$ cat config.mk
export PLATFORM = sky130hd
export DESIGN_NAME = page_miss_monitor
export DESIGN_NICKNAME = d
export VERILOG_FILES = /design/src/rtl/pmm_pkg.sv /design/src/rtl/pmm_entry.sv /design/src/rtl/pmm_victim.sv /design/src/rtl/page_miss_monitor.sv
export SDC_FILE = /design/constraint.sdc
export NUM_CORES = 2
export LEC_CHECK = 0
export BUFFER_PORTS_ARGS = -buffer_cell sky130_fd_sc_hd__buf_2
export CORE_ASPECT_RATIO = 1.5
export CORE_MARGIN = 8
export CORE_UTILIZATION = 59
export DETAILED_ROUTE_END_ITERATION = 10
export PLACE_DENSITY = 0.86
export SYNTH_ARGS = -nofsm -noshare
export SYNTH_HDL_FRONTEND = slang
export SYNTH_SLANG_ARGS = --single-unit
$ cat constraint.sdc
create_clock -name clk -period 34 [get_ports clk]
set_clock_uncertainty 0.15 [all_clocks]
set_input_delay 5.1 -clock clk [delete_from_list [all_inputs] [get_ports clk]]
set_output_delay 5.1 -clock clk [all_outputs]
set_load 0.01 [all_outputs]
$ cat src/rtl/pmm_pkg.sv
package pmm_pkg;
   parameter int unsigned PMM_DEF_FACTOR = 4;

   function automatic int unsigned pmm_thresh(input int unsigned blocks,
                                              input int unsigned factor);
      return blocks * factor;
   endfunction
endpackage

$ cat src/rtl/pmm_entry.sv
module pmm_entry #(
   parameter int unsigned TAG_W = 20,
   parameter int unsigned CNT_W = 10
) (
   input  logic             clk,
   input  logic             rst_n,
   input  logic             look_valid,
   input  logic [TAG_W-1:0] look_tag,
   input  logic             alloc_i,
   input  logic             clr_req,
   input  logic [TAG_W-1:0] clr_tag,
   output logic             match_o,
   output logic             valid_o,
   output logic [CNT_W-1:0] count_o,
   output logic [CNT_W-1:0] cnt_nxt_o
);
   logic             valid_q;
   logic [TAG_W-1:0] tag_q;
   logic [CNT_W-1:0] cnt_q, base, inc;
   logic             clr_hit, hit_upd;

   assign match_o = valid_q && (tag_q == look_tag);
   assign clr_hit = clr_req && valid_q && (tag_q == clr_tag);
   assign hit_upd = look_valid && match_o;

   always_comb begin
      base = clr_hit ? '0 : cnt_q;
      inc  = (&base) ? base : base + CNT_W'(1);
   end

   assign cnt_nxt_o = alloc_i ? CNT_W'(1) : inc;
   assign valid_o   = valid_q;
   assign count_o   = cnt_q;

   always_ff @(posedge clk) begin
      if (!rst_n) begin
         valid_q <= 1'b0;
         tag_q   <= '0;
         cnt_q   <= '0;
      end else if (alloc_i) begin
         valid_q <= 1'b1;
         tag_q   <= look_tag;
         cnt_q   <= CNT_W'(1);
      end else if (hit_upd) begin
         cnt_q <= inc;
      end else if (clr_hit) begin
         cnt_q <= '0;
      end
   end

   p_alloc_fill_r8: assert property (@(posedge clk) disable iff (!rst_n)
      alloc_i |=> valid_q && cnt_q == CNT_W'(1) && tag_q == $past(look_tag));

   p_no_wrap_r7: assert property (@(posedge clk) disable iff (!rst_n)
      hit_upd && !alloc_i && !clr_hit && (&cnt_q) |=> (&cnt_q));

   p_ack_zero_r5: assert property (@(posedge clk) disable iff (!rst_n)
      clr_hit && !hit_upd && !alloc_i |=> cnt_q == '0);
endmodule

$ cat src/rtl/pmm_victim.sv
module pmm_victim #(
   parameter int unsigned ENTRIES = 16,
   parameter int unsigned CNT_W   = 10,
   parameter int unsigned IDX_W   = 4
) (
   input  logic                          clk,
   input  logic                          rst_n,
   input  logic [ENTRIES-1:0]            valid_i,
   input  logic [ENTRIES-1:0][CNT_W-1:0] count_i,
   output logic [IDX_W-1:0]              victim_o
);
   logic             found;
   logic [CNT_W-1:0] best;

   always_comb begin
      victim_o = '0;
      found    = 1'b0;
      best     = count_i[0];
      for (int i = 0; i < ENTRIES; i++) begin
         if (!valid_i[i] && !found) begin
            victim_o = IDX_W'(i);
            found    = 1'b1;
         end
      end
      if (!found) begin
         for (int i = 1; i < ENTRIES; i++) begin
            if (count_i[i] < best) begin
               best     = count_i[i];
               victim_o = IDX_W'(i);
            end
         end
      end
   end

   p_victim_free_r8: assert property (@(posedge clk) disable iff (!rst_n)
      !(&valid_i) |-> !valid_i[victim_o]);

   for (genvar g = 0; g < ENTRIES; g++) begin : g_min_chk
      p_victim_min_r8: assert property (@(posedge clk) disable iff (!rst_n)
         (&valid_i) |-> count_i[victim_o] <= count_i[g]);
   end
endmodule

$ cat src/rtl/page_miss_monitor.sv
module page_miss_monitor
   import pmm_pkg::*;
#(
   parameter int unsigned ADDR_W      = 32,
   parameter int unsigned PAGE_OFF_W  = 12,
   parameter int unsigned BLOCK_OFF_W = 6,
   parameter int unsigned ENTRIES     = 16,
   parameter int unsigned CNT_W       = 10,
   parameter int unsigned FACTOR_W    = 3,
   parameter int unsigned DEF_FACTOR  = PMM_DEF_FACTOR
) (
   input  logic                         clk,
   input  logic                         rst_n,
   input  logic                         miss_valid,
   input  logic [ADDR_W-1:0]            miss_addr,
   input  logic                         cfg_we,
   input  logic [FACTOR_W-1:0]          cfg_factor,
   input  logic                         irq_ack,
   output logic                         irq,
   output logic [ADDR_W-PAGE_OFF_W-1:0] irq_page
);
   localparam int unsigned PAGE_W = ADDR_W - PAGE_OFF_W;
   localparam int unsigned BLOCKS = 1 << (PAGE_OFF_W - BLOCK_OFF_W);
   localparam int unsigned IDX_W  = (ENTRIES > 1) ? $clog2(ENTRIES) : 1;

   if (PAGE_OFF_W <= BLOCK_OFF_W) begin : g_bad_geometry
      $error("page offset must be wider than block offset");
   end
   if (ENTRIES < 2) begin : g_bad_entries
      $error("table needs at least two slots");
   end
   if (BLOCKS * ((1 << FACTOR_W) - 1) >= (1 << CNT_W)) begin : g_bad_cnt
      $error("counter too narrow for the largest threshold");
   end
   if (DEF_FACTOR >= (1 << FACTOR_W)) begin : g_bad_default
      $error("default factor does not fit FACTOR_W");
   end

   logic [FACTOR_W-1:0]             factor_q;
   logic                            irq_q;
   logic [PAGE_W-1:0]               flag_q;
   logic [PAGE_W-1:0]               look_page;
   logic [ENTRIES-1:0]              match_vec, valid_vec, alloc_vec;
   logic [ENTRIES-1:0][CNT_W-1:0]   cnt_vec, nxt_vec;
   logic [IDX_W-1:0]                victim;
   logic [CNT_W-1:0]                touched_cnt;
   logic [31:0]                     thr;
   logic                            hit, clr_req, report;
   logic                            unused_offset;

   assign look_page     = miss_addr[ADDR_W-1:PAGE_OFF_W];
   assign unused_offset = ^miss_addr[PAGE_OFF_W-1:0];
   assign hit           = |match_vec;
   assign clr_req       = irq_ack && irq_q;
   assign thr           = pmm_thresh(BLOCKS, 32'(factor_q));

   always_comb begin
      alloc_vec = '0;
      if (miss_valid && !hit) alloc_vec[victim] = 1'b1;
   end

   for (genvar e = 0; e < ENTRIES; e++) begin : g_slot
      pmm_entry #(.TAG_W(PAGE_W), .CNT_W(CNT_W)) u_entry (
         .clk       (clk),
         .rst_n     (rst_n),
         .look_valid(miss_valid),
         .look_tag  (look_page),
         .alloc_i   (alloc_vec[e]),
         .clr_req   (clr_req),
         .clr_tag   (flag_q),
         .match_o   (match_vec[e]),
         .valid_o   (valid_vec[e]),
         .count_o   (cnt_vec[e]),
         .cnt_nxt_o (nxt_vec[e])
      );
   end

   pmm_victim #(.ENTRIES(ENTRIES), .CNT_W(CNT_W), .IDX_W(IDX_W)) u_victim (
      .clk     (clk),
      .rst_n   (rst_n),
      .valid_i (valid_vec),
      .count_i (cnt_vec),
      .victim_o(victim)
   );

   always_comb begin
      touched_cnt = '0;
      for (int i = 0; i < ENTRIES; i++) begin
         if (match_vec[i] || alloc_vec[i]) touched_cnt = touched_cnt | nxt_vec[i];
      end
   end

   assign report = miss_valid && (!irq_q || irq_ack) && (32'(touched_cnt) >= thr);

   always_ff @(posedge clk) begin
      if (!rst_n) begin
         factor_q <= FACTOR_W'(DEF_FACTOR);
         irq_q    <= 1'b0;
         flag_q   <= '0;
      end else begin
         if (cfg_we) factor_q <= cfg_factor;
         if (report) begin
            irq_q  <= 1'b1;
            flag_q <= look_page;
         end else if (clr_req) begin
            irq_q <= 1'b0;
         end
      end
   end

   assign irq      = irq_q;
   assign irq_page = flag_q;

   p_one_match_r2: assert property (@(posedge clk) disable iff (!rst_n)
      $onehot0(match_vec));

   p_hold_r4: assert property (@(posedge clk) disable iff (!rst_n)
      irq_q && !irq_ack |=> irq_q);

   p_mask_r6: assert property (@(posedge clk) disable iff (!rst_n)
      irq_q && !irq_ack |=> $stable(flag_q));

   p_ack_drop_r5: assert property (@(posedge clk) disable iff (!rst_n)
      irq_q && irq_ack && !miss_valid |=> !irq_q);
endmodule

# Word level (Yosys, flattened, before mapping)
# Index checks and enable logic that the tools add are counted.
[totals]
elab_cells = 491
reg_bits = 520
[classes]
n_lt_le_gt_ge = 18
eq_ne = 32
bitwise_logic = 16
muxes = 176
n_reduce_logical = 166
n_addsub = 16
[ops]
columns = ["cell", "count"]
rows = [
  ["10-bit 2-to-1 mux", 108],
  ["20-bit equality test", 32],
  ["10-bit by 1-bit adder with 10-bit output, second input constant", 16],
  ["10-bit AND reduction", 16],
  ["10-bit less-than comparator", 15],
  ["10-bit OR", 15],
  ["4-bit 2-to-1 mux", 30],
  ["1-bit logical AND", 84],
  ["1-bit 2-to-1 mux", 36],
  ["2-bit OR reduction", 16],
  ["1-bit zero test", 31],
  ["1-bit logical OR", 17],
  ["16-bit 2-to-1 mux", 1],
  ["16-bit OR reduction", 1],
  ["10-bit by 9-bit greater-or-equal comparator with 1-bit output", 1],
  ["4-bit by 5-bit less-than comparator with 1-bit output, second input constant", 1],
  ["1-bit demux with 4-bit select", 1],
  ["4-bit by 1-bit greater-or-equal comparator with 1-bit output, second input constant", 1],
  ["2-bit nonzero test", 1],
  ["1-bit NOT", 1],
]

# Longest topological paths before layout
[depth]
ltp_word = 128
ltp_mapped = 175
mapped_depth_nobuf = 161

# Modules after synthesis
# A second synthesis with hierarchy kept.
[unflattened]
hier_cells = 4927
hier_area_um2 = 41737.5
[modules_own_cells]
columns = ["module", "area_each_um2", "cells_per_inst", "n_inst"]
rows = [
  ["pmm_entry at g_slot[0].u_entry ...", 1988.2, 220, 10],
  ["pmm_entry at g_slot[4].u_entry ...", 2043.2, 223, 6],
  ["pmm_victim", 6583.8, 963, 1],
  ["page_miss_monitor", 3012.9, 426, 1],
]

# Worst setup path after synthesis
# OpenSTA, ideal clock, no wires.
[synth_path]
path_type = "register to register"
from = "register g_slot[0].u_entry.cnt_q[7]"
to = "register g_slot[3].u_entry.cnt_q[7]"
synth_period_minus_slack_ns = 31.757
n_path_buf = 17
setup_ns = 0.116
slack_ns = 2.243
arrival_time_ns = 31.491
t_required_ns = 33.734
path_stages_with_launch = 164
path_cell_list = "dfxtp_1 -> inv_1 -> ha_1 -> a211oi_1 -> nor2_1 -> a211o_1 -> nor2_1 -> clkbuf_1 -> clkbuf_1 -> a21oi_1 -> ha_1 -> a21o_1 -> a21o_1 -> a21oi_1 -> nor2_1 -> a31oi_1 -> o21ai_2 -> clkbuf_1 -> (+128 left out) -> a21o_1 -> ha_1 -> a21oi_1 -> nor2b_1 -> o21ai_0 -> nand2b_1 -> a21oi_1 -> o21ai_0 -> o41ai_1 -> nand3_1 -> a211oi_1 -> nor2_1 -> a21o_1 -> a31o_2 -> or3_1 -> clkbuf_1 -> clkbuf_1 -> and4_1"
[synth_between]
elab_chain_len = 51
word_cells_on_any_way = 66
[synth_lines]
columns = ["element", "line", "rtl"]
rows = [
  ["from (decl)", "pmm_entry.sv:19", "logic [CNT_W-1:0] cnt_q, base, inc;"],
  ["from (signal assigned)", "pmm_entry.sv:45", "cnt_q <= inc;"],
  ["10-bit less-than comparator", "pmm_victim.sv:27", "if (count_i[i] < best) begin"],
  ["10-bit 2-to-1 mux", "pmm_victim.sv:27", ""],
  ["10-bit 2-to-1 mux", "pmm_victim.sv:25", "if (!found) begin"],
  ["10-bit less-than comparator", "pmm_victim.sv:27", ""],
  ["10-bit 2-to-1 mux", "pmm_victim.sv:27", ""],
  ["10-bit 2-to-1 mux", "pmm_victim.sv:25", ""],
  ["10-bit less-than comparator", "pmm_victim.sv:27", ""],
  ["10-bit 2-to-1 mux", "pmm_victim.sv:27", ""],
  ["(+35 left out)", "n/a", ""],
  ["4-bit 2-to-1 mux *", "pmm_victim.sv:27", ""],
  ["4-bit 2-to-1 mux *", "pmm_victim.sv:25", ""],
  ["4-bit by 5-bit less-than comparator with 1-bit output (implied by the code) / 4-bit by 1-bit greater-or-equal comparator with 1-bit output (equally long branches)", "page_miss_monitor.sv:59", "if (miss_valid && !hit) alloc_vec[victim] = 1'b1;"],
  ["1-bit logical AND (implied by the code)", "page_miss_monitor.sv:59", ""],
  ["1-bit 2-to-1 mux (implied by the code)", "page_miss_monitor.sv:59", ""],
  ["1-bit demux with 4-bit select *", "page_miss_monitor.sv:59", ""],
  ["16-bit 2-to-1 mux *", "page_miss_monitor.sv:59", ""],
  ["2-bit OR reduction (no line) *", "n/a", ""],
  ["to (signal assigned)", "pmm_entry.sv:45", ""],
  ["to (decl)", "pmm_entry.sv:19", ""],
]
# Every way passes the cells marked *; elsewhere a longest branch is shown, timed or not. The select of a mux whose other input is x is not followed.
# A chain may end at the register's enable or synchronous reset.

# Final worst setup path
[layout_path]
from = "register g_slot[0].u_entry.cnt_q[7]"
to = "register g_slot[10].u_entry.tag_q[18]"
[layout_between]
elab_chain_len = 50
word_cells_on_any_way = 65
[layout_lines]
columns = ["element", "line", "rtl"]
rows = [
  ["10-bit less-than comparator", "pmm_victim.sv:27", ""],
  ["10-bit 2-to-1 mux", "pmm_victim.sv:27", ""],
  ["10-bit 2-to-1 mux", "pmm_victim.sv:25", ""],
  ["10-bit less-than comparator", "pmm_victim.sv:27", ""],
  ["10-bit 2-to-1 mux", "pmm_victim.sv:27", ""],
  ["10-bit 2-to-1 mux", "pmm_victim.sv:25", ""],
  ["10-bit less-than comparator", "pmm_victim.sv:27", ""],
  ["10-bit 2-to-1 mux", "pmm_victim.sv:27", ""],
  ["(+34 left out)", "n/a", ""],
  ["10-bit less-than comparator", "pmm_victim.sv:27", ""],
  ["4-bit 2-to-1 mux *", "pmm_victim.sv:27", ""],
  ["4-bit 2-to-1 mux *", "pmm_victim.sv:25", ""],
  ["4-bit by 5-bit less-than comparator with 1-bit output (implied by the code) / 4-bit by 1-bit greater-or-equal comparator with 1-bit output (equally long branches)", "page_miss_monitor.sv:59", ""],
  ["1-bit logical AND (implied by the code)", "page_miss_monitor.sv:59", ""],
  ["1-bit 2-to-1 mux (implied by the code)", "page_miss_monitor.sv:59", ""],
  ["1-bit demux with 4-bit select *", "page_miss_monitor.sv:59", ""],
  ["16-bit 2-to-1 mux *", "page_miss_monitor.sv:59", ""],
  ["to (signal assigned)", "pmm_entry.sv:42", "tag_q <= look_tag;"],
  ["to (decl)", "pmm_entry.sv:18", "logic [TAG_W-1:0] tag_q;"],
]
# Marked as above.

==> results by group <==
Drt
  • Residual DRC count: 0
  • DR vias/cell: about 6.6
  • Final WL: 143400 µm
  • DRT iter0 DRCs: between 3000 and 4000
  • DR WL/cell: approximately 26 µm
  • Total number of vias: about 37000
  • Final ANT Viol Nets: 0
  • Pre-antenna DRT Iters: 6

Timing
  • Worst setup slack after layout: approximately 1900 ps
  • Slew Limit Fails: 0
  • Hold_ws: about 350 ps
  • Max_slew headroom: ~3.5%
  • Setup TNS: 0 ps
  • Fin crit share: between 90% and 100%
  • Final Hold Viols: 0
  • Min Tclk post-route: 32080 ps
  • Final setup viols: 0
  • FMAX: ~31 MHz
  • Actual slew at the worst max-slew pin: between 1000 and 1500 ps

Die
  • Die width: roughly 220 µm
  • Die H: 328.8 µm
  • Top-Level Pins: just over 60
  • Initial core utilization: 59.67%
  • Core region area: 0.06447 mm²
  • Die Area: 0.07380 mm²
  • Site Rows: about 110

Logic synthesis
  • Cells after Synth: between 4000 and 5000
  • Register area share after synthesis: 27.06%
  • Mapped Nets: 4953
  • Post-synth top area share: around 27%
  • Ranking of synthesized cells by area: dfxtp_1 (27%), xor2_1 (10%), mux2i_1 (9.9%)
  • Total number of yosys warnings: 0
  • Post-synth EDFFs: 0
  • Distinct cells, synth: 94
  • Register bit total from synthesis: 520
  • Avg Cell Area, Syn: just over 8 µm²
  • Synth Flop Type: dfxtp_1
  • Synth area leader: dfxtp_1
  • Post-synth ARST share: 0%
  • Synthesized area: ~0.038 mm²

Power and ir drop
  • Int Pwr: 2.223 mW
  • Pwr per Cell Area: approximately 110 mW/mm²
  • Total power: between 4 and 5 mW
  • Sw frac: about half
  • Flop pwr share: a little over an eighth
  • Comb pwr share: 72.1%
  • VDD IR max: 0.2901 mV
  • Clock power frac: ~14%
  • Cell leakage power: between 15 and 20 nW
  • Net Sw Power: 2.398 mW

Critical path
  • CP Launch Type: register
  • Req. time, crit path: around 34000 ps
  • Crit-path most repeated cell: a21oi_1
  • CP Class: register to register
  • CP arrival: 32390 ps
  • CP max stage delay: about 640 ps
  • Worst setup EP type: register
  • Crit-path max FO: 21
  • Crit-path slowest cell: a2111oi_1

Final layout
  • Register area: ~0.010 mm²
  • Finished Layout Cells: 5606
  • Fillcell total: about 5300
  • P&R area growth vs syn: 8.888%
  • Layout Nets: between 4000 and 5000
  • Area of the multi-input gates: roughly 0.027 mm²
  • Share of layout cells above drive strength 1: under 10%

Placement
  • DP Cell Count: approximately 5500
  • Final HPWL DP: 95900 µm
  • Number of port buffers: between 40 and 50
  • GP Congestion: 1.001
  • Pre-CTS setup slack: 211.5 ps

GRT
  • Initial antenna violation count: 1
  • Vias in the first global route: roughly 37000
  • Overflow after GRT: 0
  • Global-route wire length before repair: approximately 210000 µm
  • Largest net degree at the start of global routing: a little over 200
  • Gr usage total: about 37%

CTS
  • Clock root cell: clkbuf_16
  • CTS Buf Count: 52
  • Post-CTS Hold Fix Bufs: 0
  • Clk buf depth: 3
  • Clock latency on the worst-skew pair: 670 ps
  • Htree depth: 2
  • # clock sinks: 520
  • Clock Pin Slew Worst Setup and Hold Paths: roughly 70 ps
  • CTS tree: built

Job
  • MaxCap Viol Count: 0

Hold path
  • Worst hold path class: register to register

Status
  • Outcome: finished clean
==> final timing paths <==
kind	start	cells past startpoint	slack [ps]	to
max	g_slot[0].u_entry.count_o[7]	153	1920	g_slot[10].u_entry.tag_q[18]
min	g_slot[5].u_entry.tag_q[1]	2	350	g_slot[5].u_entry.tag_q[1]
max reg2reg	g_slot[0].u_entry.count_o[7]	153	1920	g_slot[10].u_entry.tag_q[18]
min reg2reg	g_slot[5].u_entry.tag_q[1]	2	350	g_slot[5].u_entry.tag_q[1]
==> worst max-delay path, delay by kind of cell, from the launching register on <==
kind	cells	cell delay, ps
compound gates	75	15770
simple gates	41	6810
fa+ha+maj	16	4710
buf+inv	17	2940
mux	4	970
flops	1	400
==> layout by cell type, fill, tap and decap left out, types with 93 or more instances in the layout <==
cell type	instances
and3_1	110
ha_1	142
nand2_1	745
dfxtp_1	520
nor3_1	97
o21ai_0	113
xor2_1	449
mux2i_1	372
nor2_1	207
nand3_1	119
buf_4	93
nor4_1	119
nand4_1	131
inv_1	128
xnor2_1	361
a21oi_1	131
==> stage by stage <==
stage                     utilization, %  instance area, µm²
after floorplan                        -               38470
after detailed placement           61.45               39620
after CTS                          64.45               41550
after global placement             61.45               39620
final                              64.98               41890
after global routing               64.97               41890
==> metal layers <==
metal / global-route usage (%) / vias to the layer above / part of all wire (%)
met3: 9.054 / 948 / 11
met5: 0 / - / 0.0091
li1: - / 16580 / -
met1: 39.64 / 17420 / 33
met4: 34.82 / 2 / 12
met2: 60.29 / 2308 / 44
==> cells in the mapped netlist (23+ instances only) <==
master and count:
mux2_2 23, and3_1 111, a21o_1 51, a31oi_1 36
xor2_1 449, xnor2_1 361, nor4_1 121, clkbuf_1 239
nand2b_1 43, nor2b_1 43, nand4_1 131, nor3_1 104
o21ai_0 117, nor2_1 212, or4_1 26, and2_1 28
nor3b_1 45, o21a_1 35, mux2i_1 381, dfxtp_1 520
nand2_1 746, and4_1 39, nand3_1 122, a21oi_1 136
buf_2 37, ha_1 142, inv_1 128
==> logic make-up after synthesis <==
logic type,count (synthesis),share of synthesized area [%]
AO/OA/AOI/OAI,602,10.61
buffers and inverters,417,4.208
flip-flops,520,27.06
adder cells (fa/ha/maj),147,4.748
XOR/XNOR,810,18.44
AND/OR/NAND/NOR,1871,24.35
multiplexers,404,10.59
==> power by group through the flow <==
stage / logic [mW] / clock network, mW / registers (mW)
2_1_floorplan: 2.20 / 0 / 0.632
3_3_place_gp: 3.01 / 0 / 0.634
3_5_place_dp: 3.09 / 0 / 0.634
4_1_cts: 3.11 / 0.665 / 0.620
5_1_grt: 3.61 / 0.688 / 0.621
6_report: 3.33 / 0.667 / 0.621
==> flip-flops by register name (all words and copies together), names as in the netlist <==
| name | count |
|---|---|
| factor_q | 3 |
| g_slot.u_entry.count_o | 160 |
| g_slot.u_entry.tag_q | 320 |
| g_slot.u_entry.valid_o | 16 |
| irq | 1 |
| irq_page | 20 |
==> final cells by class <==
cell class                 count  share of cell area [%]
inverter                     128                   1.147
sequential                   520                   24.85
clock buffer                  66                   3.569
antenna                        1                0.005973
clock inverter                31                   1.057
tap                          870                   2.598
timing repair buffer         154                   2.802
multi-input combinational   3836                   63.97
==> what timing repair did <==
item | 4_1_cts | 5_1_grt
endpoints found under the setup margin | 0 | 496
buffers inserted | 0 | 4
resized for setup | 0 | 70
Note: power is estimated with default switching activity, not from simulation.
